## config.mk

```make
export PLATFORM = sky130hd
export DESIGN_NAME = tf_filter
export DESIGN_NICKNAME = d
export VERILOG_FILES = /design/src/rtl/tf_pkg.sv /design/src/rtl/tf_segment.sv /design/src/rtl/tf_head.sv /design/src/rtl/tf_filter.sv
export SDC_FILE = /design/constraint.sdc
export NUM_CORES = 2
export LEC_CHECK = 0
export ABC_AREA = 1
export BUFFER_PORTS_ARGS = -buffer_cell sky130_fd_sc_hd__clkbuf_2
export CAP_MARGIN = 20
export CORE_MARGIN = 5
export CORE_UTILIZATION = 60
export CTS_BUF_LIST = sky130_fd_sc_hd__clkbuf_4
export CTS_CLUSTER_DIAMETER = 100
export DETAILED_ROUTE_END_ITERATION = 16
export PLACE_DENSITY = 0.78
export RECOVER_POWER = 25
export SYNTH_ARGS = -nofsm -noshare
export SYNTH_HDL_FRONTEND = slang
export SYNTH_SLANG_ARGS = --single-unit
```

## constraint.sdc

```tcl
create_clock -name clk -period 14.2 [get_ports clk]
set_input_delay 1.42 -clock clk [delete_from_list [all_inputs] [get_ports clk]]
set_output_delay 1.42 -clock clk [all_outputs]
set_load 0.02 [all_outputs]
```

## src/rtl/tf_pkg.sv

```systemverilog
// Shared types for the segmented transfer-function filter.
package tf_pkg;
    // Tap bank selector carried on the write port.
    typedef enum logic {
        BANK_NUM = 1'b0,
        BANK_DEN = 1'b1
    } bank_e;
endpackage

```

## src/rtl/tf_segment.sv

```systemverilog
// One slice of the transposed direct-form-II tap line.
// Holds numerator and denominator taps plus state for delay indices
// BASE .. BASE+TAPS-1. Takes the partial sum of the segment above and
// hands its lowest state to the segment below.
// Assumes: x and y are valid whenever step is high.
module tf_segment
    import tf_pkg::*;
#(
    parameter int DW   = 8,
    parameter int CW   = 8,
    parameter int SW   = 21,
    parameter int IW   = 4,
    parameter int TAPS = 4,
    parameter int BASE = 1
) (
    input  logic                 clk,
    input  logic                 rst_n,
    input  logic                 clr,
    input  logic                 step,
    input  logic                 run_busy,
    input  logic signed [DW-1:0] x,
    input  logic signed [DW-1:0] y,
    input  logic signed [SW-1:0] upper,
    output logic signed [SW-1:0] lower,
    input  logic                 cfg_we,
    input  logic                 cfg_bank,
    input  logic [IW-1:0]        cfg_idx,
    input  logic [CW-1:0]        cfg_data
);
    logic signed [CW-1:0] b_q [TAPS];
    logic signed [CW-1:0] a_q [TAPS];
    logic signed [SW-1:0] s_q [TAPS];
    logic signed [SW-1:0] s_nx [TAPS];
    logic                 wr_ok;

    assign wr_ok = cfg_we && !run_busy;
    assign lower = s_q[0];

    // Next state of each delay: own products plus the state one index higher.
    always_comb begin
        for (int t = 0; t < TAPS; t++) begin
            s_nx[t] = SW'(b_q[t] * x) - SW'(a_q[t] * y)
                    + ((t == TAPS - 1) ? upper : s_q[(t + 1) % TAPS]);
        end
    end

    // Tap storage: written only between runs.
    always_ff @(posedge clk) begin
        if (!rst_n) begin
            for (int t = 0; t < TAPS; t++) begin
                b_q[t] <= '0;
                a_q[t] <= '0;
            end
        end else if (wr_ok) begin
            for (int t = 0; t < TAPS; t++) begin
                if (cfg_idx == IW'(BASE + t)) begin
                    if (bank_e'(cfg_bank) == BANK_NUM) b_q[t] <= cfg_data;
                    else                               a_q[t] <= cfg_data;
                end
            end
        end
    end

    // State registers: cleared on reset or clr, advanced per accepted sample.
    always_ff @(posedge clk) begin
        if (!rst_n || clr) begin
            for (int t = 0; t < TAPS; t++) s_q[t] <= '0;
        end else if (step) begin
            for (int t = 0; t < TAPS; t++) s_q[t] <= s_nx[t];
        end
    end

    assert_clear_zeroes_state_R8: assert property (@(posedge clk) disable iff (!rst_n)
        clr |=> (lower == '0));

    for (genvar g = 0; g < TAPS; g++) begin : g_frz
        assert_taps_frozen_in_run_R10: assert property (@(posedge clk) disable iff (!rst_n)
            run_busy |=> ($stable(b_q[g]) && $stable(a_q[g])));
    end
endmodule

```

## src/rtl/tf_head.sv

```systemverilog
// Output stage of the filter: zero-delay numerator tap, rounding,
// saturation, output register and stream handshake. Also tracks whether
// a run is in progress, which locks the tap write port.
// Assumes: s_first is the lowest state of the segment chain.
module tf_head
    import tf_pkg::*;
#(
    parameter int DW = 8,
    parameter int CW = 8,
    parameter int SW = 21,
    parameter int IW = 4
) (
    input  logic                 clk,
    input  logic                 rst_n,
    input  logic                 clr,
    input  logic                 in_valid,
    input  logic signed [DW-1:0] in_data,
    output logic                 in_ready,
    output logic                 out_valid,
    output logic signed [DW-1:0] out_data,
    input  logic                 out_ready,
    input  logic                 cfg_we,
    input  logic                 cfg_bank,
    input  logic [IW-1:0]        cfg_idx,
    input  logic [CW-1:0]        cfg_data,
    input  logic signed [SW-1:0] s_first,
    output logic signed [DW-1:0] y_fb,
    output logic                 step,
    output logic                 busy
);
    localparam logic signed [SW-1:0] RND  = SW'(1) <<< (CW - 2);
    localparam logic signed [SW-1:0] Y_HI = SW'(2 ** (DW - 1) - 1);
    localparam logic signed [SW-1:0] Y_LO = -Y_HI - SW'(1);

    logic signed [CW-1:0] b0_q;
    logic signed [SW-1:0] y_full;
    logic signed [SW-1:0] y_rnd;

    assign in_ready = (!out_valid || out_ready) && !clr;
    assign step     = in_valid && in_ready;

    // Full-precision sum, round half up, clamp to the sample range.
    always_comb begin
        y_full = SW'(b0_q * in_data) + s_first;
        y_rnd  = (y_full + RND) >>> (CW - 1);
        if (y_rnd > Y_HI)      y_fb = Y_HI[DW-1:0];
        else if (y_rnd < Y_LO) y_fb = Y_LO[DW-1:0];
        else                   y_fb = y_rnd[DW-1:0];
    end

    // Zero-delay numerator tap: written only between runs.
    always_ff @(posedge clk) begin
        if (!rst_n) b0_q <= '0;
        else if (cfg_we && !busy && bank_e'(cfg_bank) == BANK_NUM && cfg_idx == '0)
            b0_q <= cfg_data;
    end

    // Run flag: set by the first accepted sample, dropped by clr.
    always_ff @(posedge clk) begin
        if (!rst_n || clr) busy <= 1'b0;
        else if (step)     busy <= 1'b1;
    end

    // Output register with valid/ready hold.
    always_ff @(posedge clk) begin
        if (!rst_n) begin
            out_valid <= 1'b0;
            out_data  <= '0;
        end else if (clr) begin
            out_valid <= 1'b0;
        end else if (step) begin
            out_valid <= 1'b1;
            out_data  <= y_fb;
        end else if (out_ready) begin
            out_valid <= 1'b0;
        end
    end

    assert_hold_on_stall_R7: assert property (@(posedge clk) disable iff (!rst_n)
        (out_valid && !out_ready && !clr) |=> (out_valid && $stable(out_data)));
    assert_no_accept_on_stall_R7: assert property (@(posedge clk) disable iff (!rst_n)
        (out_valid && !out_ready) |-> !in_ready);
    assert_clear_drops_output_R8: assert property (@(posedge clk) disable iff (!rst_n)
        clr |=> !out_valid);
    assert_result_after_accept_R6: assert property (@(posedge clk) disable iff (!rst_n)
        step |=> out_valid);
endmodule

```

## src/rtl/tf_filter.sv

```systemverilog
// Top of the segmented rational filter: a head stage plus a chain of
// identical tap segments linked only to their neighbours.
// Assumes: ORDER is a multiple of SEG_TAPS.
module tf_filter #(
    parameter int DATA_W   = 8,
    parameter int COEF_W   = 8,
    parameter int ORDER    = 8,
    parameter int SEG_TAPS = 4,
    parameter int IDX_W    = $clog2(ORDER + 1)
) (
    input  logic                     clk,
    input  logic                     rst_n,
    input  logic                     clr,
    input  logic                     cfg_we,
    input  logic                     cfg_bank,
    input  logic [IDX_W-1:0]         cfg_idx,
    input  logic [COEF_W-1:0]        cfg_data,
    input  logic                     in_valid,
    input  logic signed [DATA_W-1:0] in_data,
    output logic                     in_ready,
    output logic                     out_valid,
    output logic signed [DATA_W-1:0] out_data,
    input  logic                     out_ready
);
    localparam int NSEG = ORDER / SEG_TAPS;
    localparam int SW   = DATA_W + COEF_W + $clog2(2 * ORDER + 2);

    logic signed [SW-1:0]     link [NSEG + 1];
    logic signed [DATA_W-1:0] y_fb;
    logic                     step;
    logic                     busy;

    assign link[NSEG] = '0;

    tf_head #(.DW(DATA_W), .CW(COEF_W), .SW(SW), .IW(IDX_W)) u_head (
        .clk(clk), .rst_n(rst_n), .clr(clr),
        .in_valid(in_valid), .in_data(in_data), .in_ready(in_ready),
        .out_valid(out_valid), .out_data(out_data), .out_ready(out_ready),
        .cfg_we(cfg_we), .cfg_bank(cfg_bank), .cfg_idx(cfg_idx), .cfg_data(cfg_data),
        .s_first(link[0]), .y_fb(y_fb), .step(step), .busy(busy)
    );

    for (genvar s = 0; s < NSEG; s++) begin : g_seg
        tf_segment #(
            .DW(DATA_W), .CW(COEF_W), .SW(SW), .IW(IDX_W),
            .TAPS(SEG_TAPS), .BASE(1 + s * SEG_TAPS)
        ) u_seg (
            .clk(clk), .rst_n(rst_n), .clr(clr), .step(step), .run_busy(busy),
            .x(in_data), .y(y_fb), .upper(link[s + 1]), .lower(link[s]),
            .cfg_we(cfg_we), .cfg_bank(cfg_bank), .cfg_idx(cfg_idx), .cfg_data(cfg_data)
        );
    end
endmodule

```

### After elaboration in Yosys (flattened, before gate mapping)

Memory sizes are Yosys's and may differ from the RTL's.
Index checks and enable logic that the tools add are counted.

| cells by class | value |
|---|---|
| $add $sub $neg | 17 |
| multiply operators | 17 |
| order comparisons | 2 |
| equal/unequal tests | 8 |
| multiplexer cells | 100 |
| bitwise gates (word level) | 27 |
| reduce and logical (&&, ||, !) cells | 15 |

Operators with widths:

| kind | count |
|---|---|
| 8-bit by 8-bit multiplier with 16-bit output | 17 |
| 21-bit adder | 8 |
| 21-bit two-way mux | 8 |
| 21-bit subtractor | 8 |
| 8-bit two-way mux | 18 |
| 1-bit two-way mux | 74 |
| 1-bit bitwise OR | 24 |
| 21-bit by 8-bit adder with 21-bit output (second input constant) | 1 |
| 4-bit by 3-bit == test with 1-bit output (second input constant) | 4 |
| 14-bit by 8-bit greater-than comparator with 1-bit output (second input constant) | 1 |
| 14-bit by 8-bit < comparator with 1-bit output (second input constant) | 1 |
| 4-bit by 2-bit == test with 1-bit output (second input constant) | 2 |
| 1-bit logical AND | 5 |
| 4-bit by 1-bit == test with 1-bit output (second input constant) | 1 |
| 4-bit == test (second input constant) | 1 |
| 1-bit zero test | 4 |
| 4-bit zero test | 1 |
| 1-bit NOT | 3 |
| 1-bit logical OR | 2 |
| 2-bit AND reduction | 1 |
| 2-bit nonzero test | 1 |
| 2-bit OR reduction | 1 |

| storage, ports and cells | value |
|---|---|
| register bits | 18 |
| bits in writable memories | 296 |
| input port bits | 27 |
| output and inout port bits | 10 |
| word-level logic and storage cells | 196 |
| memories kept | 6 |

Memory list:

| name | depth | width | rd ports | clocked after Yosys merged registers in | write ports | RTL line | RTL |
|---|---|---|---|---|---|---|---|
| g_seg[0].u_seg.s_q | 4 | 21 | 4 | 0 | 4 | tf_segment.sv:32 | `logic signed [SW-1:0] s_q [TAPS];` |
| g_seg[1].u_seg.s_q | 4 | 21 | 4 | 0 | 4 | tf_segment.sv:32 |  |
| g_seg[0].u_seg.a_q | 4 | 8 | 4 | 0 | 4 | tf_segment.sv:31 | `logic signed [CW-1:0] a_q [TAPS];` |
| g_seg[0].u_seg.b_q | 4 | 8 | 4 | 0 | 4 | tf_segment.sv:30 | `logic signed [CW-1:0] b_q [TAPS];` |
| g_seg[1].u_seg.a_q | 4 | 8 | 4 | 0 | 4 | tf_segment.sv:31 |  |
| g_seg[1].u_seg.b_q | 4 | 8 | 4 | 0 | 4 | tf_segment.sv:30 |  |

### Logic depth before layout (Yosys ltp)

| logic depth | value |
|---|---|
| depth in word-level cells | 10 |
| mapped depth | 73 |
| gate-level depth less buffers | 69 |

### Cells and area by module

A second synthesis with hierarchy kept.

| unflattened totals | value |
|---|---|
| cells, all modules | 8852 |
| area total of the unflattened synthesis | 73694.4 um2 |

By module, submodules not included:

| module | instances | cells each | area an instance (um2) | sequential area each (um2) |
|---|---|---|---|---|
| tf_segment (g_seg[1].u_seg) | 1 | 4099 | 34484.3 | 4444.3 |
| tf_segment (g_seg[0].u_seg) | 1 | 4136 | 34441.8 | 4444.3 |
| tf_head | 1 | 616 | 4764.6 | 360.3 |
| tf_filter | 1 | 1 | 3.8 | 0.0 |

### Worst setup path after synthesis

OpenSTA, ideal clock, no wires.

| path | value |
|---|---|
| kind | in2reg |
| from | in in_data[3] |
| to | mem g_seg[0].u_seg.s_q[0][17] (data pin) |
| library setup time | 254 ps |
| data arrival time | 12778 ps |
| required time | 13946 ps |
| path slack | 1168 ps |
| stages on the path | 63 |
| buffers on the path | 4 |
| cells stage by stage | clkbuf_1 -> clkbuf_1 -> nand2_1 -> fa_1 -> inv_1 -> fa_1 -> fa_1 -> inv_1 -> fa_1 -> inv_1 -> ha_1 -> nand2_1 -> inv_1 -> nand2_1 -> nand2_1 -> a21oi_1 -> o211a_1 -> xor2_1 -> [... 27 more ...] -> a21oi_1 -> o21ai_0 -> a21oi_1 -> nor2_1 -> o21ai_0 -> nand2_1 -> nand2_1 -> nand2_1 -> a21oi_1 -> xor2_1 -> fa_1 -> ha_1 -> nand2_1 -> nor2_1 -> nand2_1 -> o311ai_0 -> a21oi_1 -> o21a_1 |

RTL lines:

| item | RTL line | RTL |
|---|---|---|
| from (decl) | tf_filter.sv:19 | `input logic signed [DATA_W-1:0] in_data,` |
| to (decl) | tf_segment.sv:32 |  |

==> flow_summary.toml <==
[route]
dr.pass1.iters = 6
drtAntennaViolNets = 0
dr.first_iter.drc_count = 3419
wl_per_cell_um = 17.8
vias = 52157
viasPerCell = 5.30
finalWirelength_um = 175000
drc = 0

[global_route]
overflow = 0
grt.met3_usage = 0.0491
gr-max-usage-layer = "met2"
gr-usage-met1 = 0.356
grt_usage = 0.304
first_global_vias = 54695
grt_max_degree = 83
grt_pass1_wl_um = 282000
use_met2 = 0.524
antenna_found_initial = 6

[place]
io_buffers = 36
dpl.hpwl_um = 144000
place.gp.congestion = 0.999
dp_cells = 9668
placed_cell_area_um2 = 68500

[timing]
worst_slew_pin_slew_ns = 3.67
setup_viol = 0
setup-tns-final_ns = 0
finalCritPeriodShare = 0.932
fin_crit_ns = 13.24
slew_violations = 50
slew_headroom = -1.45
timing.final.hold_violations = 0
rsz0062_at_grt = "no"
max_freq_mhz = 75.5
clock-skew-final_ns = 0.135

[logic_synthesis]
syn_area_um2 = 66800
synth_cell_types = 53
yosys_register_bits = 314
synthCells = 8293
synth-edff-count = 296
ys_seq_area_frac = 0.138
syn_nets = 10095
avgSynthCellArea_um2 = 8.06
synth_ff_type = "edfxtp_1"
ys.warnings.count = 0
synth-async-reset-ratio = 0

[critical_path]
required_ns = 14.81
start_kind = "primary input"
critical_path_class = "in -> reg"
worstSetupEndpointType = "flop"
cp_slowest_cell = "fa_1"
crit_top_cell = "nand2_1"
path_max_fanout = 20
worstPathArrival_ns = 13.85
slowest_delay_ns = 0.60

[flow_run]
max_cap_violations = 1

[clock_network]
clock-sinks = 314
cts.clk_slew.worst_paths_ns = 0.06
clk_latency_ns = 0.99
clk_path_buf_depth = 3
root_buffer = "clkbuf_4"
numCtsBuffers = 90
cts_tree = "built"
cts_max_level = 3

[layout]
layout-drive-gt1-share = 0.0423
syn_to_final_growth_pct = 4.22
final_common_cell = "inv_1"
fin_cells = 9832
final_cell_mix = "inv_1 (2420), nand2_1 (1294), fa_1 (1071)"
final_nets = 10076
stdcell_area_um2 = 69600
utilization = 0.629

[floorplan]
fp.dieW_um = 344
die_h_um = 344
dieArea_um2 = 118000
ios = 37
core_um2 = 111000
start_util = 0.604
num_rows = 122

[run_status]
status = "complete, but fails checks"
violations = "capacitance limit, slew limit"

[hold_path]
hold_class = "reg -> reg"
-- metal layers --
layer  share of wire  vias to the layer above
li1                -                    24694
met1            0.37                    25024
met2            0.49                     1861
met3           0.070                      572
met4           0.076                        6
met5         0.00025                        -
-- timing repair --
item | 4_1_cts | 5_1_grt
hold buffers | 0 | 0
setup buffers | 0 | 0
resized for setup | 0 | 3
endpoints found under the setup margin | 0 | 2
-- critical path: cells and delay by family --
family                   cells  cell delay, ns
AO/OA/AOI/OAI               10            1.91
XOR/XNOR                     2            0.76
adder cells (fa/ha/maj)     14            6.00
buffers and inverters       15            1.45
AND/OR/NAND/NOR             21            2.28
-- per-stage QoR --
step	setup slack [ns]	hold slack (ns)
3_5_place_dp	-0.00359	0.499
3_3_place_gp	0.162	0.481
6_report	0.959	0.513
2_1_floorplan	1.17	0.432
4_1_cts	0.985	0.513
5_1_grt	0.0146	0.552
-- registers in the layout, indices dropped and copies added, names as in the netlist --
| name | count |
|---|---|
| g_seg.u_seg.s_q | 168 |
| g_seg.u_seg.a_q | 64 |
| g_seg.u_seg.b_q | 64 |
| u_head.b0_q | 8 |
| u_head.out_data | 8 |
| u_head.busy | 1 |
| u_head.out_valid | 1 |
-- cells by family (layout without fill, tap and decap cells) --
logic type | Yosys count | after routing | share of synthesized area
AND/OR/NAND/NOR | 2345 | 2345 | 0.141
XOR/XNOR | 309 | 309 | 0.0405
flip-flops | 314 | 314 | 0.138
adder cells (fa/ha/maj) | 1775 | 1775 | 0.453
AO/OA/AOI/OAI | 891 | 891 | 0.0745
other | 0 | 5 | 0
buffers and inverters | 2659 | 2705 | 0.153
-- cell usage after synthesis, types with 6 or more instances --
library cell  count  share of area
a211oi_1          7        0.00079
a21boi_0          7        0.00079
a21o_1           26         0.0029
a21oi_1         491          0.037
a31oi_1          10        0.00094
buf_1             6        0.00034
buf_2            18         0.0013
buf_4            11         0.0012
buf_6            13         0.0022
clkbuf_1        162         0.0091
clkinv_1         10        0.00056
dfxtp_1          18         0.0054
edfxtp_1        296           0.13
fa_1           1071           0.32
ha_1            704           0.13
inv_1          2421           0.14
inv_2             6        0.00034
nand2_1        1295          0.073
nand3_1         141          0.011
nand4_1          32         0.0030
nor2_1          721          0.041
nor2_2           21         0.0020
nor3_1           55         0.0041
nor4_1            7        0.00066
o211ai_1         37         0.0042
o21a_1           63         0.0071
o21ai_0         200          0.015
o21bai_1         23         0.0026
o221ai_1          6        0.00079
or2_2            52         0.0049
xnor2_1         156          0.020
xor2_1          153          0.020
-- path summary, 6_finish.rpt --
kind | from | endpoint | slack (ns) | cells after the start
min | u_head.out_data[7] | u_head.out_data[7] | 0.51 | 2
max reg2reg | u_head.b0_q[7] | g_seg[0].u_seg.s_q[1][17] | 1.19 | 61
min reg2reg | u_head.out_data[7] | u_head.out_data[7] | 0.51 | 2
max | in_data[3] | g_seg[0].u_seg.s_q[1][17] | 0.96 | 62
-- cell type report --
| type | instances | area [um2] |
|---|---|---|
| inverter | 2441 | 9180 |
| clock buffer | 125 | 938 |
| antenna | 5 | 12.5 |
| timing repair buffer | 107 | 820 |
| tap | 1488 | 1860 |
| multi-input combinational | 5320 | 47400 |
| fill | 9617 | 41000 |
| sequential | 314 | 9250 |
| clock inverter | 32 | 195 |
Power is not shown: default switching activity piles up to over one toggle a cycle in this logic, so the estimate is an artifact.
